--- src/rtl/mcdp_pkg.sv ---
package mcdp_pkg;

    localparam int XLEN = 32;
    localparam int FLDW = 6;

    typedef enum logic [2:0] {
        ALU_AND = 3'b000,
        ALU_OR  = 3'b001,
        ALU_ADD = 3'b010,
        ALU_SUB = 3'b110,
        ALU_SLT = 3'b111
    } alu_op_e;

    typedef enum logic [1:0] {
        PCS_ALU  = 2'd0,
        PCS_HOLD = 2'd1,
        PCS_JUMP = 2'd2
    } pc_src_e;

    typedef enum logic [1:0] {
        OPB_REG      = 2'd0,
        OPB_FOUR     = 2'd1,
        OPB_IMM      = 2'd2,
        OPB_IMM_WORD = 2'd3
    } opb_sel_e;

    typedef struct packed {
        logic [5:0] op;
        logic [4:0] rs;
        logic [4:0] rt;
        logic [4:0] rd;
        logic [4:0] shamt;
        logic [5:0] fn;
    } instr_t;

    function automatic logic [XLEN-1:0] imm_sext(input instr_t i);
        logic [15:0] f;
        f = {i.rd, i.shamt, i.fn};
        return {{(XLEN-16){f[15]}}, f};
    endfunction

    function automatic logic [XLEN-1:0] jump_dest(input logic [XLEN-1:0] pc, input instr_t i);
        return {pc[XLEN-1:XLEN-4], i.rs, i.rt, i.rd, i.shamt, i.fn, 2'b00};
    endfunction

    function automatic logic [XLEN-1:0] alu_eval(input alu_op_e op,
                                                 input logic [XLEN-1:0] a,
                                                 input logic [XLEN-1:0] b);
        logic [XLEN-1:0] y;
        case (op)
            ALU_AND: y = a & b;
            ALU_OR:  y = a | b;
            ALU_ADD: y = a + b;
            ALU_SUB: y = a - b;
            ALU_SLT: y = ($signed(a) < $signed(b)) ? XLEN'(1) : '0;
            default: y = '0;
        endcase
        return y;
    endfunction

endpackage

--- src/rtl/mcdp_regfile.sv ---
module mcdp_regfile #(
    parameter int NREGS = 32,
    parameter int W     = 32,
    localparam int AW   = $clog2(NREGS)
) (
    input  logic          clk,
    input  logic          rst,
    input  logic [AW-1:0] ra1,
    input  logic [AW-1:0] ra2,
    output logic [W-1:0]  rd1,
    output logic [W-1:0]  rd2,
    input  logic          we,
    input  logic [AW-1:0] wa,
    input  logic [W-1:0]  wd
);

    logic [W-1:0] regs [1:NREGS-1];

    for (genvar g = 1; g < NREGS; g++) begin : g_entry
        always_ff @(posedge clk) begin
            if (rst) begin
                regs[g] <= '0;
            end else if (we && wa == AW'(g)) begin
                regs[g] <= wd;
            end
        end
    end

    assign rd1 = (ra1 == '0) ? '0 : regs[ra1];
    assign rd2 = (ra2 == '0) ? '0 : regs[ra2];

    AST_RF_WRITE_LANDS: assert property (@(posedge clk) disable iff (rst)
        (we && wa != '0) |=> (regs[$past(wa)] == $past(wd)));

endmodule

--- src/rtl/mcdp_alu.sv ---
module mcdp_alu
    import mcdp_pkg::*;
#(
    parameter int W = XLEN
) (
    input  alu_op_e      op,
    input  logic [W-1:0] a,
    input  logic [W-1:0] b,
    output logic [W-1:0] y,
    output logic         is_zero
);

    always_comb begin
        y       = alu_eval(op, a, b);
        is_zero = (y == '0);
    end

endmodule

--- src/rtl/mcdp_pc_unit.sv ---
module mcdp_pc_unit
    import mcdp_pkg::*;
#(
    parameter int W = XLEN
) (
    input  logic         clk,
    input  logic         rst,
    input  logic         pc_we,
    input  logic         br_en,
    input  logic         alu_zero,
    input  pc_src_e      pc_src,
    input  logic [W-1:0] alu_y,
    input  logic [W-1:0] alu_hold,
    input  logic [W-1:0] jtarget,
    output logic [W-1:0] pc
);

    logic [W-1:0] pc_next;
    logic         pc_load;

    always_comb begin
        case (pc_src)
            PCS_ALU:  pc_next = alu_y;
            PCS_HOLD: pc_next = alu_hold;
            PCS_JUMP: pc_next = jtarget;
            default:  pc_next = alu_y;
        endcase
        pc_load = pc_we | (br_en & alu_zero);
    end

    always_ff @(posedge clk) begin
        if (rst) begin
            pc <= '0;
        end else if (pc_load) begin
            pc <= pc_next;
        end
    end

    AST_PC_RESET_ZERO: assert property (@(posedge clk) disable iff (rst)
        $past(rst) |-> (pc == '0));

    AST_PC_IDLE_HOLD: assert property (@(posedge clk) disable iff (rst)
        (!pc_we && !br_en) |=> $stable(pc));

    AST_BRANCH_TAKEN: assert property (@(posedge clk) disable iff (rst)
        (br_en && alu_zero && !pc_we && pc_src == PCS_HOLD) |=> (pc == $past(alu_hold)));

    AST_BRANCH_NOT_TAKEN: assert property (@(posedge clk) disable iff (rst)
        (br_en && !alu_zero && !pc_we) |=> $stable(pc));

    AST_JUMP_LOAD: assert property (@(posedge clk) disable iff (rst)
        (pc_we && pc_src == PCS_JUMP) |=> (pc == $past(jtarget)));

endmodule

--- src/rtl/mcdp_datapath.sv ---
module mcdp_datapath
    import mcdp_pkg::*;
#(
    parameter int NREGS = 32,
    localparam int RAW  = $clog2(NREGS)
) (
    input  logic            clk,
    input  logic            rst,
    input  logic            ctl_pc_we,
    input  logic            ctl_br_en,
    input  logic [1:0]      ctl_pc_src,
    input  logic            ctl_addr_sel,
    input  logic            ctl_mem_wr,
    input  logic            ctl_ir_we,
    input  logic            ctl_rf_we,
    input  logic            ctl_dst_rd,
    input  logic            ctl_wb_mem,
    input  logic            ctl_opa_reg,
    input  logic [1:0]      ctl_opb_sel,
    input  logic [2:0]      ctl_alu_op,
    input  logic [XLEN-1:0] mem_rdata,
    output logic [XLEN-1:0] mem_addr,
    output logic [XLEN-1:0] mem_wdata,
    output logic            mem_wr,
    output logic [FLDW-1:0] opcode,
    output logic [FLDW-1:0] funct,
    output logic            zero
);

    instr_t          ir_q;
    logic [XLEN-1:0] mdr_q, opa_q, opb_q, res_q;
    logic [XLEN-1:0] pc_q;
    logic [XLEN-1:0] rf_rd1, rf_rd2;
    logic [XLEN-1:0] alu_a, alu_b, alu_y;
    logic [XLEN-1:0] imm_ext, jtarget, wb_data;
    logic [RAW-1:0]  wr_addr;
    logic            alu_zero;

    // Holding registers behind memory, register file and ALU
    always_ff @(posedge clk) begin
        if (rst) begin
            ir_q  <= '0;
            mdr_q <= '0;
            opa_q <= '0;
            opb_q <= '0;
            res_q <= '0;
        end else begin
            mdr_q <= mem_rdata;
            opa_q <= rf_rd1;
            opb_q <= rf_rd2;
            res_q <= alu_y;
            if (ctl_ir_we) begin
                ir_q <= instr_t'(mem_rdata);
            end
        end
    end

    always_comb begin
        imm_ext = imm_sext(ir_q);
        jtarget = jump_dest(pc_q, ir_q);
        alu_a   = ctl_opa_reg ? opa_q : pc_q;
        case (opb_sel_e'(ctl_opb_sel))
            OPB_REG:      alu_b = opb_q;
            OPB_FOUR:     alu_b = XLEN'(4);
            OPB_IMM:      alu_b = imm_ext;
            OPB_IMM_WORD: alu_b = imm_ext << 2;
            default:      alu_b = opb_q;
        endcase
        wr_addr = ctl_dst_rd ? ir_q.rd[RAW-1:0] : ir_q.rt[RAW-1:0];
        wb_data = ctl_wb_mem ? mdr_q : res_q;
    end

    mcdp_regfile #(
        .NREGS (NREGS),
        .W     (XLEN)
    ) u_rf (
        .clk (clk),
        .rst (rst),
        .ra1 (ir_q.rs[RAW-1:0]),
        .ra2 (ir_q.rt[RAW-1:0]),
        .rd1 (rf_rd1),
        .rd2 (rf_rd2),
        .we  (ctl_rf_we),
        .wa  (wr_addr),
        .wd  (wb_data)
    );

    mcdp_alu #(
        .W (XLEN)
    ) u_alu (
        .op      (alu_op_e'(ctl_alu_op)),
        .a       (alu_a),
        .b       (alu_b),
        .y       (alu_y),
        .is_zero (alu_zero)
    );

    mcdp_pc_unit #(
        .W (XLEN)
    ) u_pc (
        .clk      (clk),
        .rst      (rst),
        .pc_we    (ctl_pc_we),
        .br_en    (ctl_br_en),
        .alu_zero (alu_zero),
        .pc_src   (pc_src_e'(ctl_pc_src)),
        .alu_y    (alu_y),
        .alu_hold (res_q),
        .jtarget  (jtarget),
        .pc       (pc_q)
    );

    assign mem_addr  = ctl_addr_sel ? res_q : pc_q;
    assign mem_wdata = opb_q;
    assign mem_wr    = ctl_mem_wr;
    assign opcode    = ir_q.op;
    assign funct     = ir_q.fn;
    assign zero      = alu_zero;

    AST_IR_HOLD: assert property (@(posedge clk) disable iff (rst)
        !ctl_ir_we |=> $stable(ir_q));

    AST_IR_LOAD: assert property (@(posedge clk) disable iff (rst)
        ctl_ir_we |=> (ir_q == $past(mem_rdata)));

endmodule

--- config.mk ---
export PLATFORM = sky130hd
export DESIGN_NAME = mcdp_datapath
export DESIGN_NICKNAME = d
export VERILOG_FILES = /design/src/rtl/mcdp_pkg.sv /design/src/rtl/mcdp_regfile.sv /design/src/rtl/mcdp_alu.sv /design/src/rtl/mcdp_pc_unit.sv /design/src/rtl/mcdp_datapath.sv
export SDC_FILE = /design/constraint.sdc
export NUM_CORES = 2
export LEC_CHECK = 0
export BUFFER_PORTS_ARGS = -buffer_cell sky130_fd_sc_hd__buf_2
export CAP_MARGIN = 20
export CORE_MARGIN = 3
export CORE_UTILIZATION = 45
export DETAILED_ROUTE_END_ITERATION = 10
export PLACE_DENSITY = 0.56
export SLEW_MARGIN = 20
export SYNTH_ARGS = -nofsm -noshare
export SYNTH_HDL_FRONTEND = slang
export SYNTH_SLANG_ARGS = --single-unit
--- constraint.sdc ---
create_clock -name clk -period 14.4 [get_ports clk]
set_input_delay 4.32 -clock clk [delete_from_list [all_inputs] [get_ports clk]]
set_output_delay 4.32 -clock clk [all_outputs]
set_load 0.1 [all_outputs]
== Word-level counts from Yosys, hierarchy flattened ==
Memories as Yosys holds them, arrays and structs flattened. A register that Yosys moved wholly into a read port is not among the register bits.
Cells that the tools add are included.
Word-level totals
  input port bits: 50
  memories kept: 1
  bits in writable memories: 992
  flip-flop bits (word level): 128
  output and inout bits: 78
Operators by class
  equal/unequal tests: 40
  add/sub/neg operators: 2
  bitwise logic cells: 36
  mux-type cells: 134
  reductions and logical operators: 39
  order comparisons: 1
Memories
  u_rf.regs: words 31, width 32, read ports 2, clocked after memory_dff 2, wr ports 31, RTL line mcdp_regfile.sv:17  | logic [W-1:0] regs [1:NREGS-1];
Operators with widths (count)
  two-way mux 32 bit: 34
  case mux 32 bit (5 select lines): 1
  case mux 32 bit (4 select lines): 1
  two-way mux 1 bit: 96
  equality test 5 bit, second input constant: 16
  case mux 32 bit (2 select lines): 1
  equality test 5 x 4 -> 1 bit, second input constant: 8
  adder 32 bit: 1
  bitwise AND 32 bit: 1
  zero test 32 bit: 1
  less-than comparator 32 bit: 1
  OR 1 bit: 32
  OR 32 bit: 1
  subtractor 32 bit: 1
  logical AND 1 bit: 31
  equality test 5 x 3 -> 1 bit, second input constant: 4
  equality test 5 x 2 -> 1 bit, second input constant: 2
  zero test 5 bit: 2
  equality test 2 bit, second input constant: 3
  equality test 3 bit, second input constant: 2
  equality test 5 x 1 -> 1 bit, second input constant: 1
  two-way mux 5 bit: 1
  equality test 2 x 1 -> 1 bit, second input constant: 2
  OR reduction 2 bit: 2
  other kinds (7): 7

== Longest topological paths before layout ==
  depth after elaboration: 9
  mapped depth: 21
  gate-level depth less buffers: 17

== Modules after synthesis ==
A second synthesis with hierarchy kept.
Unflattened totals
  cells, all modules: 5514
  area, all modules: 67104.4 µm²
Modules (own cells, without submodules)
  mcdp_regfile: area an instance 53446.3 µm², seq. area each 29788.6 µm², cells an instance 3971, instances 1
  mcdp_datapath: area an instance 6398.6 µm², seq. area each 3203.1 µm², cells an instance 562, instances 1
  mcdp_alu: area an instance 5338.9 µm², seq. area each 0.0 µm², cells an instance 795, instances 1
  mcdp_pc_unit: area an instance 1920.6 µm², seq. area each 640.6 µm², cells an instance 186, instances 1

== Worst setup path after synthesis ==
OpenSTA, ideal clock, no wires.
  path type: input to output
  start: input ctl_opb_sel[1]
  end: output zero
  cell stages on the path: 17
  arrival: 8.969 ns
  setup slack: 1.111 ns
  path buffers: 2
  cells stage by stage: clkbuf_1 -> clkbuf_1 -> mux2i_1 -> nor2_1 -> ha_1 -> fa_1 -> o21ba_1 -> or4_4 -> nand2_1 -> nand2_1 -> a31o_1 -> a221oi_2 -> nor4bb_1 -> and3_1 -> nand3_1 -> nor3_2 -> and3_1
On the way
  longest elaborated chain between the ends: 6
  elaborated cells between the ends (all ways): 13
  classes of those cells: 2 x add/sub; 1 x order compare; 3 x eq/ne; 3 x mux; 2 x bitwise; 2 x reduce/logical
Ends and longest elaborated chain
  from (decl): RTL line mcdp_datapath.sv:19  | input logic [1:0] ctl_opb_sel,
  equality test 2 bit, or another cell as far along: RTL line mcdp_datapath.sv:62  | case (opb_sel_e'(ctl_opb_sel))
  case mux 32 bit (4 select lines) *: RTL line mcdp_datapath.sv:62
  less-than comparator 32 bit: RTL line mcdp_pkg.sv:55  | ALU_SLT: y = ($signed(a) < $signed(b)) ? XLEN'(1) : '0;
  two-way mux 1 bit: RTL line mcdp_pkg.sv:55
  case mux 32 bit (5 select lines) *: RTL line mcdp_pkg.sv:50  | case (op)
  zero test 32 bit *: RTL line mcdp_alu.sv:15  | is_zero = (y == '0);
  to (decl): RTL line mcdp_datapath.sv:27  | output logic zero
Every way passes the cells marked *; elsewhere a longest branch is shown, timed or not.

== Worst setup path after layout ==
  start: input ctl_opa_reg
  end: output zero
On the way
  longest elaborated chain between the ends: 5
  elaborated cells between the ends (all ways): 9
  classes of those cells: 2 x add/sub; 1 x order compare; 3 x mux; 2 x bitwise; 1 x reduce/logical
Ends and longest elaborated chain
  from (decl): RTL line mcdp_datapath.sv:18  | input logic ctl_opa_reg,
  two-way mux 32 bit *: RTL line mcdp_datapath.sv:61  | alu_a = ctl_opa_reg ? opa_q : pc_q;
  less-than comparator 32 bit: RTL line mcdp_pkg.sv:55
  two-way mux 1 bit: RTL line mcdp_pkg.sv:55
  case mux 32 bit (5 select lines) *: RTL line mcdp_pkg.sv:50
  zero test 32 bit *: RTL line mcdp_alu.sv:15
Marked as above.

==> out/metrics.yaml <==
floorplan:
  core_sq_mm: 0.142
  chipWidth_microns: 385
  ios: 128
  placement_rows: 138
  die_h_microns: 385
  start_util_pct: 45.5
  dieArea_sq_mm: 0.148
placed_design:
  dpl.hpwl_microns: 155000
  placed_area_sq_mm: 0.0678
  io_buffers: 125
  place_ws_ps: 888
  gp_congestion: 0.968
cts:
  post_cts_resized: 0
  root_buffer: "clkbuf_16"
  cts_hold_buf: 0
  cts.sinks: 1184
  cts_htree_levels: 4
  clock_tree.buffer_depth: 3
  cts_inserted_buffers: 136
  post-cts-setup-buffers: 0
  worstSkewPairLatency_ps: 780
  cts_tree: "built"
  cts.clk_slew.worst_paths_ps: 50
power:
  peakVddDrop_mv: 0.0897
  p_int_w: 0.00643
  leakage_nw: 25.1
  clock_power_share_pct: 38.4
  power_frac_comb_pct: 18.0
  cellPowerDensity_mw_per_mm2: 126
  pwr-share-seq_pct: 43.6
  swShare_pct: 29.6
  power.net_switching_w: 0.00271
sta:
  postLayoutSetupSlackWorst_ps: 806
  hold_viol: 0
  rsz0062_at_grt: "no"
  period_minus_slack_ps: 13590
  final-setup-viol-count: 0
  worst_slew_pin_slew_ps: 1130
  slew_viol_final: 0
  relSlewSlack_pct: 24.6
  clock.fmax_mhz: 73.6
  skew_ps: 32.3
  fin_crit_sh_pct: 94.4
  tns_ps: 0
logic_synthesis:
  syn_nets: 5717
  ys_seq_elements: 1184
  yosysSeqAreaShare_pct: 52.1
  synth_common_cells: "nor2_1, edfxtp_1, mux2i_1, clkbuf_1, mux4_2"
  synth.cell_area_sq_mm: 0.0646
  synth_top_area_cell: "edfxtp_1"
  synth_top_cells_by_area: "edfxtp_1, mux4_2, nor2_1"
  yosys.area.top_type_share_pct: 46.1
  syn_area_per_cell_sq_um: 11.6
  ys_async_sr_fraction_pct: 0
  synthFlopType: "edfxtp_1"
  yosysMostFrequentCell: "nor2_1"
  ys_types: 93
  synth_edf_count: 992
  ys_warn_count: 0
  synthCells: 5551
run_status:
  status: "finished clean"
global_routing:
  grt_usage_pct: 33.3
  antenna_found_initial: 21
  grt_pass1_wl_microns: 350000
  grt_max_degree: 98
  grt_overflow_total: 0
  grt_pass1_vias: 47000
layout:
  syn2layout_area_growth_pct: 12.4
  nets: 5624
  drive_above_1_share_pct: 19.1
  final_area_sq_mm: 0.0725
  n_fill_cell: 12400
setup_path:
  cp.arrival_ps: 9270
  endpoint_kind: "primary output"
  path_class: "in -> out"
  required_ps: 10080
  crit_fanout: 15
  crit_path_start_kind: "input port"
route:
  ant_nets: 0
  firstDrtPassIters: 5
  avgViaCountPerCell: 6.49
  wl_microns: 249000
  vias: 48400
  post-route-drc-count: 0
  drtIter0Drc: 5997
  routedWlPerCell_microns: 33.4
job:
  drv_cap: 0
min_path:
  hp-class: "reg -> reg"
[final timing paths]
kind | depth (start not counted) | slack, ps | to | startpoint
worst min-delay path | 2 | 470 | u_pc.pc[23]$_SDFFE_PP0P_ | u_pc.pc[23]$_SDFFE_PP0P_
worst max-delay path | 16 | 810 | zero | ctl_opa_reg
worst min register to register | 2 | 470 | u_pc.pc[23]$_SDFFE_PP0P_ | u_pc.pc[23]$_SDFFE_PP0P_
worst max register to register | 19 | 8270 | u_pc.pc[4]$_SDFFE_PP0P_ | imm_ext[15]$_SDFFE_PP0P_
[cell type report]
| class | instances | area, sq um | share of cell area, % |
|---|---|---|---|
| antenna | 9 | 22.5 | 0.0310 |
| clock buffer | 188 | 3810 | 5.26 |
| clock inverter | 59 | 631 | 0.869 |
| inverter | 102 | 385 | 0.531 |
| multi-input combinational | 3735 | 29400 | 40.5 |
| sequential | 1184 | 33700 | 46.4 |
| tap | 1890 | 2360 | 3.26 |
| timing repair buffer | 299 | 2300 | 3.17 |
[placed cells by master, fill, tap and decap left out, types with 14 or more instances in the layout]
| cell | n |
|---|---|
| buf_2 | 122 |
| a21o_1 | 25 |
| inv_1 | 95 |
| o22ai_1 | 14 |
| mux2_2 | 38 |
| nand2_1 | 303 |
| nor2b_1 | 49 |
| clkbuf_1 | 35 |
| nand3_1 | 19 |
| o21a_1 | 15 |
| ha_1 | 113 |
| nor3_1 | 25 |
| o21ai_0 | 135 |
| nand2_2 | 27 |
| o211ai_1 | 77 |
| nand4_1 | 15 |
| mux4_2 | 384 |
| dfxtp_1 | 182 |
| clkinv_1 | 17 |
| clkbuf_16 | 140 |
| a221oi_1 | 94 |
| nor4_1 | 19 |
| edfxtp_1 | 992 |
| a22oi_1 | 69 |
| o21ai_4 | 31 |
| xnor2_1 | 21 |
| clkinv_2 | 18 |
| a211oi_1 | 15 |
| mux2i_4 | 32 |
| a21oi_1 | 245 |
| buf_4 | 154 |
| nor2_1 | 1332 |
| mux2i_1 | 428 |
[state kept, by name (all words and copies together), names as in the netlist]
register	cells
funct	6
imm_ext	10
ir_q	10
u_pc.pc	32
opcode	6
mdr_q	32
opa_q	32
u_rf.regs	992
mem_wdata	32
res_q	32
[kinds of logic (layout without fill, tap and decap cells)]
| family | Yosys count | after routing | share of synthesized area [%] |
|---|---|---|---|
| adder cells (fa/ha/maj) | 116 | 116 | 2.27 |
| buffers and inverters | 632 | 648 | 3.85 |
| AND/OR/NAND/NOR | 1871 | 1871 | 11.7 |
| flip-flops | 1184 | 1184 | 52.1 |
| other | 0 | 9 | 0 |
| AO/OA/AOI/OAI | 841 | 841 | 8.56 |
| multiplexers | 882 | 882 | 21.2 |
| XOR/XNOR | 25 | 25 | 0.339 |
[metal layers]
layer	wire length [microns]	GRT usage [%]	up-vias
met5	23	0	-
met4	10300	13.0	4
met3	25600	7.71	579
met2	115000	52.2	2748
met1	97800	45.1	24800
li1	-	-	20300
[metrics by stage]
step	std cells	hold WS [ps]	util, %	power (W)
final	7466	474	51.1	0.00914
after global routing	7460	497	51.1	0.00940
after CTS	7444	475	50.9	0.00912
after detailed placement	7197	467	47.7	0.00565
after global placement	7192	460	47.6	0.00564
after floorplan	5551	446	-	0.00504
[power by group through the flow]
| stage | logic, W | registers, W | clock network [W] |
|---|---|---|---|
| 2_1_floorplan | 0.000999 | 0.00404 | 0 |
| 3_3_place_gp | 0.00160 | 0.00404 | 0 |
| 3_5_place_dp | 0.00160 | 0.00405 | 0 |
| 4_1_cts | 0.00160 | 0.00398 | 0.00354 |
| 5_1_grt | 0.00172 | 0.00399 | 0.00368 |
| 6_report | 0.00165 | 0.00398 | 0.00350 |
[worst max-delay path, stage by stage]
cell and delay [ps]:
buf_2 480, buf_4 320, mux2i_1 250, inv_1 90, ha_1 540, nand2_1 220, o21a_1 250, o32ai_1 170
a2111oi_0 920, a21oi_1 250, xnor2_1 220, o22ai_1 140, or2_2 340, nor3_2 300, and3_1 260, buf_12 180
(Power assumes the default switching activity.)
